--- config.mk ---
export PLATFORM = sky130hd
export DESIGN_NAME = scoreboard_interlock
export DESIGN_NICKNAME = d
export VERILOG_FILES = /design/src/rtl/sb_pkg.sv /design/src/rtl/sb_operand.sv /design/src/rtl/sb_ctrl.sv /design/src/rtl/sb_track.sv /design/src/rtl/scoreboard_interlock.sv
export SDC_FILE = /design/constraint.sdc
export NUM_CORES = 1
export LEC_CHECK = 0
export BUFFER_PORTS_ARGS = -buffer_cell sky130_fd_sc_hd__buf_2
export CAP_MARGIN = 20
export CORE_AREA = 8 8 87 89
export DETAILED_ROUTE_END_ITERATION = 6
export DIE_AREA = 0 0 95 97
export GPL_TIMING_DRIVEN = 0
export PLACE_DENSITY = 0.72
export REMOVE_ABC_BUFFERS = 1
export SETUP_SLACK_MARGIN = 0.05
export SYNTH_ARGS = -nofsm -noshare
export SYNTH_HDL_FRONTEND = slang
export SYNTH_HIERARCHICAL = 1
export SYNTH_SLANG_ARGS = --single-unit
--- constraint.sdc ---
create_clock -name clk -period 4.8 [get_ports clk]
set_input_delay 1.44 -clock clk [delete_from_list [all_inputs] [get_ports clk]]
set_output_delay 1.44 -clock clk [all_outputs]
set_load 0.02 [all_outputs]
--- src/rtl/sb_pkg.sv ---
package sb_pkg;

  typedef enum logic [1:0] {
    SEL_RF = 2'd0,
    SEL_EX = 2'd1,
    SEL_WB = 2'd2
  } opSel_e;

  // Strobes the control sends to the tracking datapath each cycle.
  typedef struct packed {
    logic issue;        // decode instruction advances into execute
    logic allocWr;      // it writes a non-zero register
    logic allocLoad;    // it is a load
    logic allocBranch;  // it is a conditional branch
  } sbStrobe_t;

endpackage

--- src/rtl/sb_operand.sv ---
module sb_operand
  import sb_pkg::*;
#(
  parameter int NUM_REGS = 32,
  localparam int AW = $clog2(NUM_REGS)
) (
  input  logic [AW-1:0]       src,
  input  logic [NUM_REGS-1:0] regValid,
  input  logic                exWriter,
  input  logic [AW-1:0]       exDst,
  input  logic                exPathValid,
  input  logic                wbWriter,
  input  logic [AW-1:0]       wbDst,
  input  logic                wbPathValid,
  output opSel_e              sel,
  output logic                hazard
);

  // The youngest in-flight writer decides the source.
  always_comb begin
    sel    = SEL_RF;
    hazard = 1'b0;
    if (src != '0 && !regValid[src]) begin
      if (exWriter && exDst == src) begin
        if (exPathValid) sel = SEL_EX;
        else             hazard = 1'b1;
      end else if (wbWriter && wbDst == src) begin
        if (wbPathValid) sel = SEL_WB;
        else             hazard = 1'b1;
      end else begin
        hazard = 1'b1;
      end
    end
  end

endmodule

--- src/rtl/sb_ctrl.sv ---
module sb_ctrl
  import sb_pkg::*;
#(
  parameter int NUM_REGS = 32,
  parameter int NUM_SRC  = 2,
  localparam int AW = $clog2(NUM_REGS)
) (
  input  logic                decValid,
  input  logic [AW-1:0]       decSrc [NUM_SRC],
  input  logic [AW-1:0]       decDst,
  input  logic                decWrites,
  input  logic                decLoad,
  input  logic                decBranch,
  input  logic [NUM_REGS-1:0] regValid,
  input  logic                exWriter,
  input  logic [AW-1:0]       exDst,
  input  logic                exPathValid,
  input  logic                wbWriter,
  input  logic [AW-1:0]       wbDst,
  input  logic                wbPathValid,
  input  logic                brWait,
  input  logic                brResolve,
  input  logic                brTaken,
  output sbStrobe_t           strobe,
  output logic                stall,
  output logic                fetchHold,
  output logic                flush,
  output opSel_e              opSel [NUM_SRC]
);

  logic [NUM_SRC-1:0] hazard;

  for (genvar k = 0; k < NUM_SRC; k++) begin : gOperand
    sb_operand #(.NUM_REGS(NUM_REGS)) uOperand (
      .src         (decSrc[k]),
      .regValid    (regValid),
      .exWriter    (exWriter),
      .exDst       (exDst),
      .exPathValid (exPathValid),
      .wbWriter    (wbWriter),
      .wbDst       (wbDst),
      .wbPathValid (wbPathValid),
      .sel         (opSel[k]),
      .hazard      (hazard[k])
    );
  end

  always_comb begin
    stall              = decValid && (|hazard);
    strobe.issue       = decValid && !stall;
    strobe.allocWr     = decWrites && (decDst != '0);
    strobe.allocLoad   = decLoad;
    strobe.allocBranch = decBranch;
    fetchHold          = stall || (strobe.issue && decBranch) || brWait;
    flush              = brWait && brResolve && brTaken;
  end

endmodule

--- src/rtl/sb_track.sv ---
module sb_track
  import sb_pkg::*;
#(
  parameter int NUM_REGS = 32,
  localparam int AW = $clog2(NUM_REGS)
) (
  input  logic                clk,
  input  logic                rstN,
  input  sbStrobe_t           strobe,
  input  logic [AW-1:0]       decDst,
  input  logic                brResolve,
  output logic [NUM_REGS-1:0] regValid,
  output logic                exWriter,
  output logic [AW-1:0]       exDst,
  output logic                exPathValid,
  output logic                wbWriter,
  output logic [AW-1:0]       wbDst,
  output logic                wbPathValid,
  output logic                brWait
);

  logic allocNow;
  assign allocNow = strobe.issue && strobe.allocWr;

  assign regValid[0] = 1'b1;

  for (genvar gi = 1; gi < NUM_REGS; gi++) begin : gReg
    logic clrHit, setHit;
    assign clrHit = allocNow && (decDst == AW'(gi));
    // A younger writer in execute keeps the register invalid.
    assign setHit = wbWriter && (wbDst == AW'(gi)) &&
                    !(exWriter && exDst == AW'(gi));
    always_ff @(posedge clk) begin
      if (!rstN)       regValid[gi] <= 1'b1;
      else if (clrHit) regValid[gi] <= 1'b0;
      else if (setHit) regValid[gi] <= 1'b1;
    end
  end

  always_ff @(posedge clk) begin
    if (!rstN) begin
      exWriter    <= 1'b0;
      exDst       <= '0;
      exPathValid <= 1'b0;
      wbWriter    <= 1'b0;
      wbDst       <= '0;
      wbPathValid <= 1'b0;
      brWait      <= 1'b0;
    end else begin
      exWriter    <= allocNow;
      exDst       <= decDst;
      exPathValid <= allocNow && !strobe.allocLoad;
      wbWriter    <= exWriter;
      wbDst       <= exDst;
      wbPathValid <= exWriter;
      if (strobe.issue && strobe.allocBranch) brWait <= 1'b1;
      else if (brResolve)                     brWait <= 1'b0;
    end
  end

endmodule

--- src/rtl/scoreboard_interlock.sv ---
module scoreboard_interlock
  import sb_pkg::*;
#(
  parameter int NUM_REGS = 32,
  localparam int AW = $clog2(NUM_REGS),
  localparam int NUM_SRC = 2
) (
  input  logic          clk,
  input  logic          rstN,
  input  logic          decValid,
  input  logic [AW-1:0] decSrcA,
  input  logic [AW-1:0] decSrcB,
  input  logic [AW-1:0] decDst,
  input  logic          decWrites,
  input  logic          decLoad,
  input  logic          decBranch,
  input  logic          brResolve,
  input  logic          brTaken,
  output logic          issue,
  output logic          stall,
  output logic          fetchHold,
  output logic          flush,
  output logic [1:0]    bypSelA,
  output logic [1:0]    bypSelB
);

  sbStrobe_t           strobe;
  logic [NUM_REGS-1:0] regValid;
  logic                exWriter, exPathValid, wbWriter, wbPathValid, brWait;
  logic [AW-1:0]       exDst, wbDst;
  logic [AW-1:0]       srcArr [NUM_SRC];
  opSel_e              selArr [NUM_SRC];

  assign srcArr[0] = decSrcA;
  assign srcArr[1] = decSrcB;

  sb_ctrl #(.NUM_REGS(NUM_REGS), .NUM_SRC(NUM_SRC)) uCtrl (
    .decValid    (decValid),
    .decSrc      (srcArr),
    .decDst      (decDst),
    .decWrites   (decWrites),
    .decLoad     (decLoad),
    .decBranch   (decBranch),
    .regValid    (regValid),
    .exWriter    (exWriter),
    .exDst       (exDst),
    .exPathValid (exPathValid),
    .wbWriter    (wbWriter),
    .wbDst       (wbDst),
    .wbPathValid (wbPathValid),
    .brWait      (brWait),
    .brResolve   (brResolve),
    .brTaken     (brTaken),
    .strobe      (strobe),
    .stall       (stall),
    .fetchHold   (fetchHold),
    .flush       (flush),
    .opSel       (selArr)
  );

  sb_track #(.NUM_REGS(NUM_REGS)) uTrack (
    .clk         (clk),
    .rstN        (rstN),
    .strobe      (strobe),
    .decDst      (decDst),
    .brResolve   (brResolve),
    .regValid    (regValid),
    .exWriter    (exWriter),
    .exDst       (exDst),
    .exPathValid (exPathValid),
    .wbWriter    (wbWriter),
    .wbDst       (wbDst),
    .wbPathValid (wbPathValid),
    .brWait      (brWait)
  );

  assign issue   = strobe.issue;
  assign bypSelA = selArr[0];
  assign bypSelB = selArr[1];

endmodule

==> results.toml, run 1 <==
[cts]
clkSlewWorstSetupHoldPaths_ps = 90
cts.path.max_buffers = 2
clk_latency_ps = 310
cts_sinks = 45
clockRootBuffer = "clkbuf_8"
htreeDepth = 2
cts_tree = "built"
cts_buffers = 5

[route]
drt_iter0_drc = 179
dr_wl_met3_um = 635
wirelength_um = 9020
routed.top_layer = "met4"
dr.pass1.iters = 5
drc = 0
vias_per_cell = 6.50
postRouteAntennaNets = 0
routed-via-count = 2767
routed-wl-met2_um = 4170
wl_met1_um = 4040
wire_per_inst_um = 21.2

[grt]
grt_pass1_wl_um = 14300
grt_pass1_vias = 2672
grt.overflow.total = 0
grt_max_degree = 47
track_usage_pct = 20.0
antenna_found_initial = 0

[setup_path]
cp-end-kind = "output port"
worstSetupPathType = "input port to output port"
start_kind = "input port"
critPathMaxFanout = 11
crit_required_ps = 3360
cp.arrival_ps = 3270

[sta]
worst_pin_slew_ps = 744
timing.hold.ws_ps = 483
worst_slack_ps = 92.0
skew_ps = 8.52
rsz0062_at_grt = "true"
fmax_mhz = 212
min_period_over_period_pct = 98.1
max-slew-margin-rel_pct = 50.4
hold_viol_final = 0
finalSetupViolCount = 0
drv_slew = 0
fin_setup_tns_ps = 0
period_minus_slack_ps = 4710

[final_layout]
synthToLayoutAreaGrowth_pct = 8.90
n_fill_cell = 603
nets = 371
regArea_um2 = 901
diodes = 0
drive_above_1_share_pct = 16.9
multi_input_area_mm2 = 0.00188
final_cell_mix = "dfxtp_1, inv_1, o211ai_1"
design_area_mm2 = 0.00329
fin_util_pct = 53.1
final_common_cell = "dfxtp_1"

[placement]
dpl_cell_area_mm2 = 0.00315
pre_cts_ws_ps = -317
portBuffers = 30
hpwl_um = 6120
finalWeightedCongestion = 0.911

[job]
maxCapViolCount = 0

[power_and_ir_drop]
irDropWorstVdd_mv = 0.136
powerDensity_mw_per_mm2 = 231
p_leak_nw = 1.33

[die]
fp-row-count = 29
start_util_pct = 48.7
die_area_mm2 = 0.00922
core_area_mm2 = 0.00620
dieWidth_um = 95
io_pins = 31
die_h_um = 97

[yosys]
syn_area_mm2 = 0.00302
synth.avg_cell_area_um2 = 9.05
syn_inst = 334
yosysWarnings = 6

[hold_path]
hold_path_class = "flop to flop"

[outcome]
status = "complete, no violations"
flip-flops by register name (all words and copies together) (netlist names):
| register | cells |
|---|---|
| uTrack/brWait | 1 |
| uTrack/exDst | 5 |
| uTrack/exPathValid | 1 |
| uTrack/exWriter | 1 |
| uTrack/regValid | 31 |
| uTrack/wbDst | 5 |
| uTrack/wbPathValid | 1 |
final timing paths:
| check | cells after the start | slack, ps | startpoint | end |
|---|---|---|---|---|
| max | 9 | 90 | decSrcA[0] | fetchHold |
| min | 2 | 480 | uTrack/brWait | uTrack/brWait |
| max reg2reg | 10 | 1920 | uTrack/exDst[4] | uTrack/regValid[4] |
| min reg2reg | 2 | 480 | uTrack/brWait | uTrack/brWait |
timing repair:
item	in CTS	in global routing
gates resized for setup	11	2
endpoints found under the setup margin	3	3
hold buffers	0	0
setup buffers	0	1
hold endpoints to repair	0	0
pin swaps	3	1
per-stage QoR:
step	total power, W	instances
floorplan	0.000456	310
global placement	0.000510	417
detailed placement	0.000512	417
CTS	0.000765	425
global route	0.000796	426
finish	0.000762	426
layout make-up:
cell class              instances  area share [%]
multi-input cells             229            57.1
flip-flops and latches         45            27.4
repair buffers                 31            5.55
inverters                      36            4.10
well taps                      77            2.93
clock buffers                   6            2.51
clock inverters                 2           0.418
power breakdown:
group          leakage (nW)  internal [W]  switching (W)
Combinational         0.917     0.0000457      0.0000712
Clock                0.0512      0.000117       0.000134
Sequential            0.367      0.000380      0.0000146
worst max-delay path, cell delays in order:
cell      delay (ps)
buf_8            140
mux4_1           580
mux2_2           310
o22ai_2          180
a31oi_2           90
nor2_2           180
o31ai_1          100
nand2b_1          70
buf_2            160
routing by layer:
layer / GRT usage (%) / up-vias
met4: 6.61 / 0
met2: 30.8 / 119
met5: 0 / -
met3: 5.02 / 16
li1: - / 1298
met1: 26.3 / 1334
(Power assumes the default switching activity.)
==> run 2, diff against run 1 <==
- CORE_AREA: 8 8 87 89 -> 8 8 110 112
- DIE_AREA: 0 0 95 97 -> 0 0 118 120
- GPL_TIMING_DRIVEN: 0 -> default
- PLACE_DENSITY: 0.72 -> 0.5
==> run 2 against run 1 <==
Net effect:
- worst hold slack improved by 13 ps
- first-iteration DRC count is 70% higher
- via count increased by 0.43%
- wire length is 10% higher
==> results.toml, run 2 (same netlist as run 1, synthesis figures left out) <==
[route]
routed-via-count = 2779
drt_iter0_drc = 305
wirelength_um = 9960
wire_per_inst_um = 20.2
postRouteAntennaNets = 0
drc = 0
dr.pass1.iters = 5
vias_per_cell = 5.63

[grt]
grt_max_degree = 43
track_usage_pct = 13.9
grt_pass1_wl_um = 15600
grt_pass1_vias = 2711
antenna_found_initial = 0
grt.overflow.total = 0

[hold_path]
hold_path_class = "flop to flop"
hp-start = "uTrack/brWait"
min_to = "uTrack/brWait"
hold_depth = 2

[cts]
cts_buffers = 5
cts_setup_buffers = 0
clkSlewWorstSetupHoldPaths_ps = 80
cts_sinks = 45
cts_tree = "built"
clockRootBuffer = "clkbuf_8"
htreeDepth = 2
clk_latency_ps = 300
cts.path.max_buffers = 2

[setup_path]
critPathMaxFanout = 14
r2r-end = "uTrack/regValid[25]"
worstSetupPathType = "input port to output port"
crit_required_ps = 3360
cp-end-kind = "output port"
rr_worst_depth = 10
cp.arrival_ps = 3160
reg2reg_setup_slack_ps = 1830
timing.rr.start = "uTrack/exDst[3]"
start_kind = "input port"

[final_layout]
diodes = 0
largestRegisters = "uTrack/regValid (31), uTrack/exDst (5), uTrack/wbDst (5)"
largest_reg_flops = 31
final_common_cell = "dfxtp_1"
n_fill_cell = 1108
design_area_mm2 = 0.00339
nets = 376
synthToLayoutAreaGrowth_pct = 12.2
final_cell_mix = "dfxtp_1, inv_1, o211ai_1"
regMostFlops = "uTrack/regValid"
drive_above_1_share_pct = 18.1

[sta]
hold_viol_final = 0
skew_ps = 9.46
drv_slew = 0
worst_pin_slew_ps = 802
worst_slack_ps = 203
fmax_mhz = 218
max-slew-margin-rel_pct = 46.4
finalSetupViolCount = 0
fin_setup_tns_ps = 0
period_minus_slack_ps = 4600
rsz0062_at_grt = "false"
min_period_over_period_pct = 95.8

[die]
die_h_um = 120
dieWidth_um = 118
core_area_mm2 = 0.0105
start_util_pct = 28.8
fp-row-count = 38
io_pins = 31
die_area_mm2 = 0.0142

[job]
maxCapViolCount = 0

[power_and_ir_drop]
fin_total_pwr_w = 0.000778
p_leak_nw = 1.35
switching_share_pct = 28.4
powerDensity_mw_per_mm2 = 229
irDropWorstVdd_mv = 0.0909
p_int_w = 0.000557
p_seq_share_pct = 50.9
p_switching_w = 0.000221
comb_power_share_pct = 15.1
power_frac_clock_pct = 34.0

[placement]
portBuffers = 30
dpl_cell_area_mm2 = 0.00327
hpwl_um = 7280
pre_cts_ws_ps = 45.8
finalWeightedCongestion = 0.815

[outcome]
status = "complete, no violations"
[run 2: cell count changes in the layout (fill, tap and decap cells not counted), sizes merged]
cell / before / now
buf: 31 / 34
clkbuf: 6 / 9
clkinv: 2 / 1
[run 2: how the worst max path moves through the flow]
| stage | cells after the start | to | slack [ps] | start |
|---|---|---|---|---|
| 2_1_floorplan | 6 | issue | 290 | decSrcB[1] |
| 3_3_place_gp | 9 | fetchHold | 80 | decSrcA[0] |
| 3_5_place_dp | 9 | fetchHold | 50 | decSrcA[0] |
| 4_1_cts | 9 | fetchHold | 60 | decSrcA[0] |
| 5_1_grt | 9 | fetchHold | 50 | decSrcA[1] |
| 6_report | 8 | issue | 200 | decSrcB[1] |
[run 2: power by group through the flow]
stage                     combinational [W]  clock, W  sequential, W
after floorplan                   0.0000586         0       0.000398
after global placement             0.000113         0       0.000404
after global routing               0.000126  0.000284       0.000397
after detailed placement           0.000114         0       0.000404
after CTS                          0.000114  0.000269       0.000395
final                              0.000117  0.000265       0.000396
[run 2: per-layer routing]
layer,vias to the layer above,track usage [%],wire length [um]
met4,0,6.16,316
met3,22,3.10,778
met5,-,0,0
met2,112,22.0,4480
li1,1303,-,-
met1,1342,17.8,4390
[run 2: area by class of cell]
| cell class | count | area, um2 | area share (%) |
|---|---|---|---|
| multi-input combinational | 229 | 1880 | 55.4 |
| sequential | 45 | 901 | 26.6 |
| timing repair buffer | 36 | 200 | 5.90 |
| tap | 140 | 175 | 5.17 |
| inverter | 36 | 135 | 3.99 |
| clock buffer | 7 | 96.3 | 2.84 |
| clock inverter | 1 | 5.00 | 0.148 |
[run 2: repair_timing]
action | 4_1_cts | 5_1_grt
pin swaps | 1 | 2
setup endpoints to repair | 1 | 3
hold buffers | 0 | 0
resized for setup | 0 | 7
[run 2: worst max-delay path, cell delays in order]
cell and delay, ps:
buf_2 270, mux2_1 190, a32oi_1 50, a221o_1 370, a31oi_2 260, nor2_2 80, nor3b_1 270, buf_2 220
[run 2: metrics by stage]
stage | instances | utilization [%] | hold WS (ps)
after floorplan | 310 | - | 448
after global placement | 486 | 31.1 | 477
after detailed placement | 486 | 31.1 | 484
after CTS | 494 | 32.1 | 496
after global routing | 494 | 32.3 | 538
final | 494 | 32.3 | 496
==> run 3, diff against run 2 <==
- clock period: 4.8 -> 5.2 ns (I/O delays scaled with it)
==> run 3 against run 2 <==
Net effect:
- first-iteration DRC count fell by 4.9%
- global-route usage fell by 0.41 points
- die area did not move
- non-clock buffer count fell by 2
- critical path depth rose by 1
- clock-buffer cell count did not move
- sequential share of layout area rose by 0.11 points
- wire length fell by 3.1%
- register-to-register slack improved by 340 ps
- sequential power fell by 7.3%
- cell count fell by 0.40%
- total power fell by 4.8%
- critical endpoint is now fetchHold
- highest routed layer unchanged
==> results.toml, run 3 (same netlist as run 1, synthesis figures left out) <==
[setup_path]
critPathMaxFanout = 11
slowest_delay_ps = 580
crit_buf_inv = 2
crit_path_top_delay_cell = "mux4_1"
cp-end-kind = "output port"
cp_common_cell = "buf_2"
crit_required_ps = 3640
cp_top_family = "multiplexers"
worstSetupPathType = "input port to output port"
start_kind = "input port"
path_cells = "buf_2, mux4_1, mux2_2, o22ai_2, a31oi_1, nor2_1, o31ai_1, nand2b_1, buf_2"
cp.arrival_ps = 3460

[die]
dieWidth_um = 118
core_area_mm2 = 0.0105
die_h_um = 120
fp-row-count = 38
die_area_mm2 = 0.0142
io_pins = 31
start_util_pct = 28.8

[cts]
clk_latency_ps = 290
cts_setup_buffers = 0
cts_sinks = 45
cts_tree = "built"
clkSlewWorstSetupHoldPaths_ps = 80
htreeDepth = 2
clockRootBuffer = "clkbuf_8"
cts_buffers = 5
cts.path.max_buffers = 2

[placement]
portBuffers = 30
dpl_cell_area_mm2 = 0.00326
finalWeightedCongestion = 0.841
hpwl_um = 7100
pre_cts_ws_ps = 167

[sta]
drv_slew = 0
hold_viol_final = 0
rsz0062_at_grt = "false"
skew_ps = 6.22
worst_slack_ps = 185
max-slew-margin-rel_pct = 53.8
period_minus_slack_ps = 5020
fmax_mhz = 199
min_period_over_period_pct = 96.4
timing.hold.ws_ps = 482
worst_pin_slew_ps = 691
fin_setup_tns_ps = 0
finalSetupViolCount = 0

[route]
routed-via-count = 2750
dr.pass1.iters = 4
vias_per_cell = 5.59
wire_per_inst_um = 19.6
postRouteAntennaNets = 0
wirelength_um = 9650
drt_iter0_drc = 290
drc = 0

[grt]
grt.overflow.total = 0
grt_pass1_wl_um = 15400
track_usage_pct = 13.5
grt_pass1_vias = 2715
antenna_found_initial = 0
grt_max_degree = 47

[power_and_ir_drop]
fin_total_pwr_w = 0.000741
powerDensity_mw_per_mm2 = 219
p_leak_nw = 1.34
irDropWorstVdd_mv = 0.0928

[outcome]
status = "complete, no violations"

[final_layout]
design_area_mm2 = 0.00338
multi_input_area_mm2 = 0.00186
final_common_cell = "dfxtp_1"
synthToLayoutAreaGrowth_pct = 11.7
nets = 374
diodes = 0
regMostFlops = "uTrack/regValid"
drive_above_1_share_pct = 15.9
final_cell_mix = "dfxtp_1, inv_1, o211ai_1"
largest_reg_flops = 31
regArea_um2 = 901
largestRegisters = "uTrack/regValid (31), uTrack/exDst (5), uTrack/wbDst (5)"
n_fill_cell = 1076

[hold_path]
hold_path_class = "flop to flop"

[job]
maxCapViolCount = 0
-- run 3: report_power, final --
part / switching, W / internal (W) / leakage [nW] / total, W
combinational: 0.0000615 / 0.0000408 / 0.919 / 0.000102
clock: 0.000115 / 0.000157 / 0.0585 / 0.000272
sequential: 0.0000160 / 0.000351 / 0.367 / 0.000367
-- run 3: worst reg2reg max path, cell delays in order, from the launching register on --
cell and delay (ps):
dfxtp_1 670, xnor2_1 190, nand4_1 170, or3_1 380, nand2_1 70, nor2_1 60
nor3b_1 270, buf_4 190, nand4_1 240, nor3b_1 550, a32oi_1 100
-- run 3: routing by layer --
layer / global-route usage [%] / vias to the layer above / part of all wire (%) / wire length (um)
met5: 0 / - / 0 / 0
met3: 3.10 / 16 / 8.0 / 774
met4: 4.16 / 0 / 1.8 / 172
li1: - / 1306 / - / -
met1: 17.6 / 1311 / 44 / 4260
met2: 21.7 / 117 / 46 / 4440
-- run 3: area by class of cell --
type                    instances  share of cell area, %
well taps                     140                   5.19
clock inverters                 1                  0.889
inverters                      36                   4.00
flip-flops and latches         45                   26.7
clock buffers                   7                   2.56
multi-input cells             229                   55.2
repair buffers                 34                   5.48
-- run 3: final timing paths --
check | start | to | slack [ps] | cells past startpoint
min reg2reg | uTrack/brWait | uTrack/brWait | 480 | 2
min | uTrack/brWait | uTrack/brWait | 480 | 2
max reg2reg | uTrack/exDst[4] | uTrack/regValid[26] | 2170 | 10
max | decSrcB[0] | fetchHold | 180 | 9
-- run 3: repair_timing --
item,4_1_cts,5_1_grt
setup endpoints to repair,0,2
endpoints found under the hold margin,0,0
resized for setup,0,2
hold buffers,0,0
-- run 3: per-stage QoR --
step | utilization (%) | instances
2_1_floorplan | - | 310
3_3_place_gp | 31.0 | 484
3_5_place_dp | 31.0 | 484
4_1_cts | 32.1 | 492
5_1_grt | 32.1 | 492
6_report | 32.1 | 492
